==> src/rtl/wo_line_ctrl.sv <==
module wo_line_ctrl (
  input  logic       clk,
  input  logic       rst_n,
  input  logic       pr_req,
  input  logic       pr_wr,
  input  logic       bus_gnt,
  input  logic       snp_valid,
  input  logic [1:0] snp_op,
  output logic       bus_req,
  output logic [1:0] bus_op,
  output logic       flush,
  output logic       pr_ack,
  output logic [1:0] next_state,
  output logic [1:0] line_state
);
  localparam logic [1:0] ST_INV = 2'b00;
  localparam logic [1:0] ST_VAL = 2'b01;
  localparam logic [1:0] ST_RES = 2'b10;
  localparam logic [1:0] ST_DRT = 2'b11;

  localparam logic [1:0] OP_RD  = 2'b00;
  localparam logic [1:0] OP_RDX = 2'b01;
  localparam logic [1:0] OP_WO  = 2'b10;
  localparam logic [1:0] OP_WB  = 2'b11;

  logic [1:0] st_q, mid;
  logic       wb, need_bus, go;
  logic [1:0] req_op;

  always_comb begin
    mid = st_q;
    wb  = 1'b0;
    if (snp_valid) begin
      case (snp_op)
        OP_RD: begin
          if (st_q == ST_DRT) begin mid = ST_VAL; wb = 1'b1; end
          else if (st_q == ST_RES) mid = ST_VAL;
        end
        OP_RDX, OP_WO: begin
          if (st_q == ST_DRT) begin mid = ST_INV; wb = 1'b1; end
          else mid = ST_INV;
        end
        default: ;
      endcase
    end
  end

  assign need_bus = pr_req && (mid == ST_INV || (mid == ST_VAL && pr_wr));
  assign req_op   = (mid == ST_INV) ? (pr_wr ? OP_RDX : OP_RD) : OP_WO;
  assign bus_req  = need_bus && !wb;
  assign go       = pr_req && !wb && (!need_bus || bus_gnt);

  always_comb begin
    next_state = mid;
    if (go) begin
      case (mid)
        ST_INV:  next_state = pr_wr ? ST_DRT : ST_VAL;
        ST_VAL:  next_state = pr_wr ? ST_RES : ST_VAL;
        ST_RES:  next_state = pr_wr ? ST_DRT : ST_RES;
        default: next_state = ST_DRT;
      endcase
    end
  end

  assign bus_op     = wb ? OP_WB : (bus_req ? req_op : OP_RD);
  assign flush      = wb;
  assign pr_ack     = go;
  assign line_state = st_q;

  always_ff @(posedge clk) begin
    if (!rst_n) st_q <= ST_INV;
    else        st_q <= next_state;
  end
endmodule

==> config.mk <==
export PLATFORM = sky130hd
export DESIGN_NAME = wo_line_ctrl
export DESIGN_NICKNAME = d
export VERILOG_FILES = /design/src/rtl/wo_line_ctrl.sv
export SDC_FILE = /design/constraint.sdc
export NUM_CORES = 1
export LEC_CHECK = 0
export ABC_AREA = 1
export CAP_MARGIN = 30
export CORE_AREA = 10 10 47 49
export CTS_CLUSTER_DIAMETER = 100
export DETAILED_ROUTE_END_ITERATION = 8
export DIE_AREA = 0 0 57 59
export GPL_TIMING_DRIVEN = 0
export PLACE_DENSITY = 0.48
export SETUP_SLACK_MARGIN = 0.02
export SLEW_MARGIN = 10
export SYNTH_ARGS = -nofsm -noshare
export SYNTH_HDL_FRONTEND = slang
export SYNTH_SLANG_ARGS = --single-unit
export TNS_END_PERCENT = 50
==> constraint.sdc <==
create_clock -name clk -period 2.5 [get_ports clk]
set_clock_uncertainty 0.05 [all_clocks]
set_input_delay 0.5 -clock clk [delete_from_list [all_inputs] [get_ports clk]]
set_output_delay 0.5 -clock clk [all_outputs]
set_load 0.1 [all_outputs]
## Word-level counts from Yosys, hierarchy flattened

Index checks and enable logic that the tools add are counted.

| cells by class | value |
|---|---|
| equal/unequal tests | 6 |
| reductions and logical operators | 13 |
| mux-type cells | 16 |

Operator list:

| kind | number |
|---|---|
| 2-bit 2-to-1 mux | 9 |
| 2-bit equality test, second input constant | 4 |
| 2-bit case mux with 3 select lines | 1 |
| 1-bit logical AND | 5 |
| 1-bit 2-to-1 mux | 5 |
| 2-bit by 1-bit equality test with 1-bit output, second input constant | 2 |
| 2-bit logical NOT | 2 |
| 2-bit case mux with 2 select lines | 1 |
| 3-bit OR reduction | 1 |
| 1-bit logical NOT | 2 |
| 1-bit logical OR | 2 |
| 2-bit OR reduction | 1 |

| storage, ports and cells | value |
|---|---|
| output and inout bits | 9 |
| bits of input ports | 8 |
| register bits after elaboration | 2 |

## Longest topological paths before layout

Gate-level depths: netlist of the first run.

| logic depth | value |
|---|---|
| word-level depth | 13 |
| depth in mapped cells | 12 |

## Worst setup path after synthesis of the first run

Ideal clock, no wire load.

| timing path | value |
|---|---|
| path type | register to output |
| from | register st_q[1] (netlist: line_state[1]) |
| to | output port bus_op[1] |
| arrival time | 3431 ps |
| slack | -1481 ps |
| stages on the path, launching flop included | 10 |
| buffers on the path | 0 |
| cells stage by stage | dfxtp_1 > nand2_1 > inv_1 > nand2_1 > nand2_2 > nand2_2 > nand2_2 > a21oi_1 > nand2_1 > nand2_1 |

| between the ends | value |
|---|---|
| longest elaborated chain between the ends | 12 |
| elaborated cells on any way between the ends | 19 |

RTL lines:

| element | RTL line | RTL |
|---|---|---|
| start, declared | 26 | `logic [1:0] st_q, mid;` |
| start signal, assigned | 72 | `else st_q <= next_state;` |
| 2-bit equality test | 37 | `else if (st_q == ST_RES) mid = ST_VAL;` |
| 2-bit 2-to-1 mux | 37 |  |
| 2-bit 2-to-1 mux | 36 | `if (st_q == ST_DRT) begin mid = ST_VAL; wb = 1'b1; end` |
| 2-bit case mux with 2 select lines | 34 | `case (snp_op)` |
| 2-bit 2-to-1 mux | 33 | `if (snp_valid) begin` |
| 2-bit by 1-bit equality test with 1-bit output | 48 | `assign need_bus = pr_req && (mid == ST_INV \|\| (mid == ST_VAL && pr_wr));` |
| 1-bit logical AND | 48 |  |
| 1-bit logical OR | 48 |  |
| 1-bit logical AND | 48 |  |
| 1-bit logical AND (*) | 50 | `assign bus_req = need_bus && !wb;` |
| via bus_req | 9 | `output logic bus_req,` |
| 2-bit 2-to-1 mux (*) (2 in a row) | 65 | `assign bus_op = wb ? OP_WB : (bus_req ? req_op : OP_RD);` |
| end, declared | 10 | `output logic [1:0] bus_op,` |

The timed path passes the listed nets; every way through them passes the cells marked *.

## Final worst setup path of the first run

| timing path | value |
|---|---|
| from | input port pr_wr |
| to | output port bus_op[0] |

| between the ends | value |
|---|---|
| longest elaborated chain between the ends | 6 |
| elaborated cells on any way between the ends | 8 |

RTL lines:

| element | RTL line | RTL |
|---|---|---|
| start, declared | 5 | `input logic pr_wr,` |
| 1-bit logical AND | 48 |  |
| 1-bit logical OR | 48 |  |
| 1-bit logical AND | 48 |  |
| 1-bit logical AND | 50 |  |
| 2-bit 2-to-1 mux (*) (2 in a row) | 65 |  |

Mark *: on every way between the ends. The rest lies on a longest branch, timed or not.

==> results of run 1 <==
==> synthesized netlist by cell type <==
master | instances | area, sq um
nand3_1 | 4 | 20.02
a21oi_1 | 2 | 10.01
inv_1 | 14 | 52.55
inv_2 | 1 | 3.750
dfxtp_1 | 2 | 40.04
nand2_2 | 9 | 56.30
nor2_1 | 2 | 7.510
o31ai_1 | 1 | 7.510
nor2_2 | 1 | 6.260
nand2_1 | 8 | 30.03
a31oi_1 | 1 | 6.260
a21oi_2 | 1 | 8.760
a211oi_1 | 1 | 7.510
==> kinds of logic after synthesis <==
group	count (synthesis)	share of synthesized area
flops	2	0.1561
compound gates	6	0.1561
buf+inv	15	0.2195
simple gates	24	0.4683
==> routing by layer <==
metal  vias to the layer above  part of all wire
met5                         -                 0
met4                         0                 0
met3                         0             0.048
met2                         6              0.58
met1                       154              0.37
li1                        184                 -
==> placed cells by master (no fill, tap or decap), types with 2 or more instances in the layout <==
cell type / synthesis / layout
clkbuf_4: 0 / 3
nand2_2: 9 / 8
inv_1: 14 / 13
dlygate4sd2_1: 0 / 2
buf_2: 0 / 2
clkdlybuf4s50_1: 0 / 6
nor2_1: 2 / 2
nand2_1: 8 / 5
nand2_4: 0 / 3
nand3_1: 4 / 3
a21oi_4: 0 / 2
buf_4: 0 / 6
==> per-stage QoR <==
step                      cell area [sq um]  hold slack (ns)
after floorplan                       314.1           0.5885
after detailed placement              494.2           0.6981
after global placement                494.2           0.7070
after CTS                             560.5           0.7705
final                                 561.8           0.7683
after global routing                  561.8           0.8026
==> worst max-delay path, delay by kind of cell <==
family	cells	cell delay (ns)
buffers and inverters	2	1.03
AOI/OAI and AO/OA	1	0.20
and+or+nand+nor	1	0.11
==> final cells by class <==
class                   instances  area [sq um]
fillers                       155         839.6
repair buffers                 19         168.9
flip-flops and latches          2         45.04
inverters                      15         60.06
clock buffers                   4         26.28
multi-input cells              30         241.5
well taps                      16         20.02
==> power groups by stage <==
| stage | sequential, uW | clock [uW] | combinational (uW) |
|---|---|---|---|
| after floorplan | 50.5 | 0 | 96.5 |
| after global placement | 36.2 | 0 | 148 |
| after detailed placement | 36.2 | 0 | 148 |
| after CTS | 36.2 | 87.1 | 157 |
| after global routing | 36.6 | 87.2 | 164 |
| final | 36.1 | 80.8 | 156 |
==> what timing repair did <==
item | in CTS | in global routing
gates resized for setup | 48 | 3
endpoints found under the setup margin | 7 | 6
endpoints found under the hold margin | 0 | 0
gates cloned | 0 | 0
setup buffers | 3 | 0
pin swaps | 3 | 1
==> path summary, 6_finish.rpt <==
path	start	end	slack [ns]
setup reg to reg	line_state[1]$_SDFF_PN0_	line_state[0]$_SDFF_PN0_	1.07
setup / recovery	pr_wr	bus_op[0]	0.11
hold / removal	line_state[1]$_SDFF_PN0_	line_state[1]$_SDFF_PN0_	0.77
hold reg to reg	line_state[1]$_SDFF_PN0_	line_state[1]$_SDFF_PN0_	0.77
==> results.toml, run 1 <==
[global_routing]
grt_use_met1 = 0.04734
first_global_vias = 385
grt_use_total = 0.05309
top_usage_layer = "met2"
antenna_found_initial = 0
grt_first_pass_wirelength_um = 1469
grt_util_met3 = 0.02361
use_met2 = 0.09767
grt_remaining_overflow = 0
grt_start_max_net_pins = 5

[critical_path]
cp-start-kind = "primary input"
endpoint_kind = "primary output"
required_ns = 1.95
cp_slowest_stage_delay_ns = 0.58
critical_path_class = "primary input to primary output"
crit_arrival_ns = 1.84
r2r_cells = 13
critPathSlowestCell = "clkdlybuf4s50_1"
cp_max_fo = 4
worstPathCellList = "clkdlybuf4s50_1 -> nand2_4 -> o31ai_4 -> buf_2"

[power_and_ir_drop]
pwr-share-seq = 0.132
p_switching_uw = 135.6
pwr-share-comb = 0.572
powerDensity_mw_per_mm2 = 486.2
ir_drop_mv = 0.2200
internal-power_uw = 137.5
p_leak_uw = 0.0002899
clock_power_share = 0.296
swShare = 0.4964
power_uw = 273.1

[hold_path]
hold_path_depth = 5
min-delay-path-class = "flop to flop"

[detailed_routing]
drt_iter0_markers = 3
routed_via_density = 4.000
drcViolationCount = 0
ant_nets = 0
firstDrtPassIters = 2
routedWlPerCell_um = 9.605
drt_wl_total_um = 826
vias = 344

[place]
place_inst = 79
gp_congestion = 0.7650
port_buffers = 16
pre_cts_ws_ns = -1.186
dp_hpwl_um = 666.2

[clock_tree]
h-tree-depth = 1
cts_tree = "built"
worstSkewPairLatency_ns = 0.23
clk_pin_slew_ns = 0.04
root_buffer = "clkbuf_4"
numCtsBuffers = 3
cts_sinks = 2
ctsHoldBuffers = 0
cts_buffer_depth = 2

[yosys]
yosys_register_bits = 2
synthCells = 47
yosysSeqAreaShare = 0.1561
synth.distinct_cells = 13
synth_nets = 55
synth_warnings = 0
syn_avg_cell_area_sq_um = 5.457
syn_area_sq_um = 256.5

[timing]
tightestPinTransition_ns = 0.9745
fin_crit_sh = 0.9578
max_freq_mhz = 417.6
timing.final.ws_setup_ns = 0.1055
min_period_ns = 2.395
final.setup.tns_ns = 0
setup_viol = 0
grt_setup_unrepaired = "false"
hold_viol = 0
slew_viol_final = 0
slew_headroom = 0.3483

[final_layout]
drive_gt1_frac = 0.5000
largest_reg_flops = 2
fin_util = 0.4009
layout.cells.non_filler = 86
syn_to_final_growth_pct = 119.0
fin_nets = 79
diodes = 0

[floorplanning]
design.core.area_sq_mm = 0.001401
dieArea_sq_mm = 0.003363
num_rows = 14
fp.dieW_um = 57
die_height_um = 59
initial_core_util = 0.1830
ios = 17

[flow_run]
cap_violations = 0

[outcome]
status = "complete, no violations"
Power figures use the tool's default switching activity.
==> run 2, diff against run 1 <==
CTS_CLUSTER_SIZE = 10   (was default)
==> results of run 2 <==
No change in the layout: final DEF, timing and power equal those of run 1.
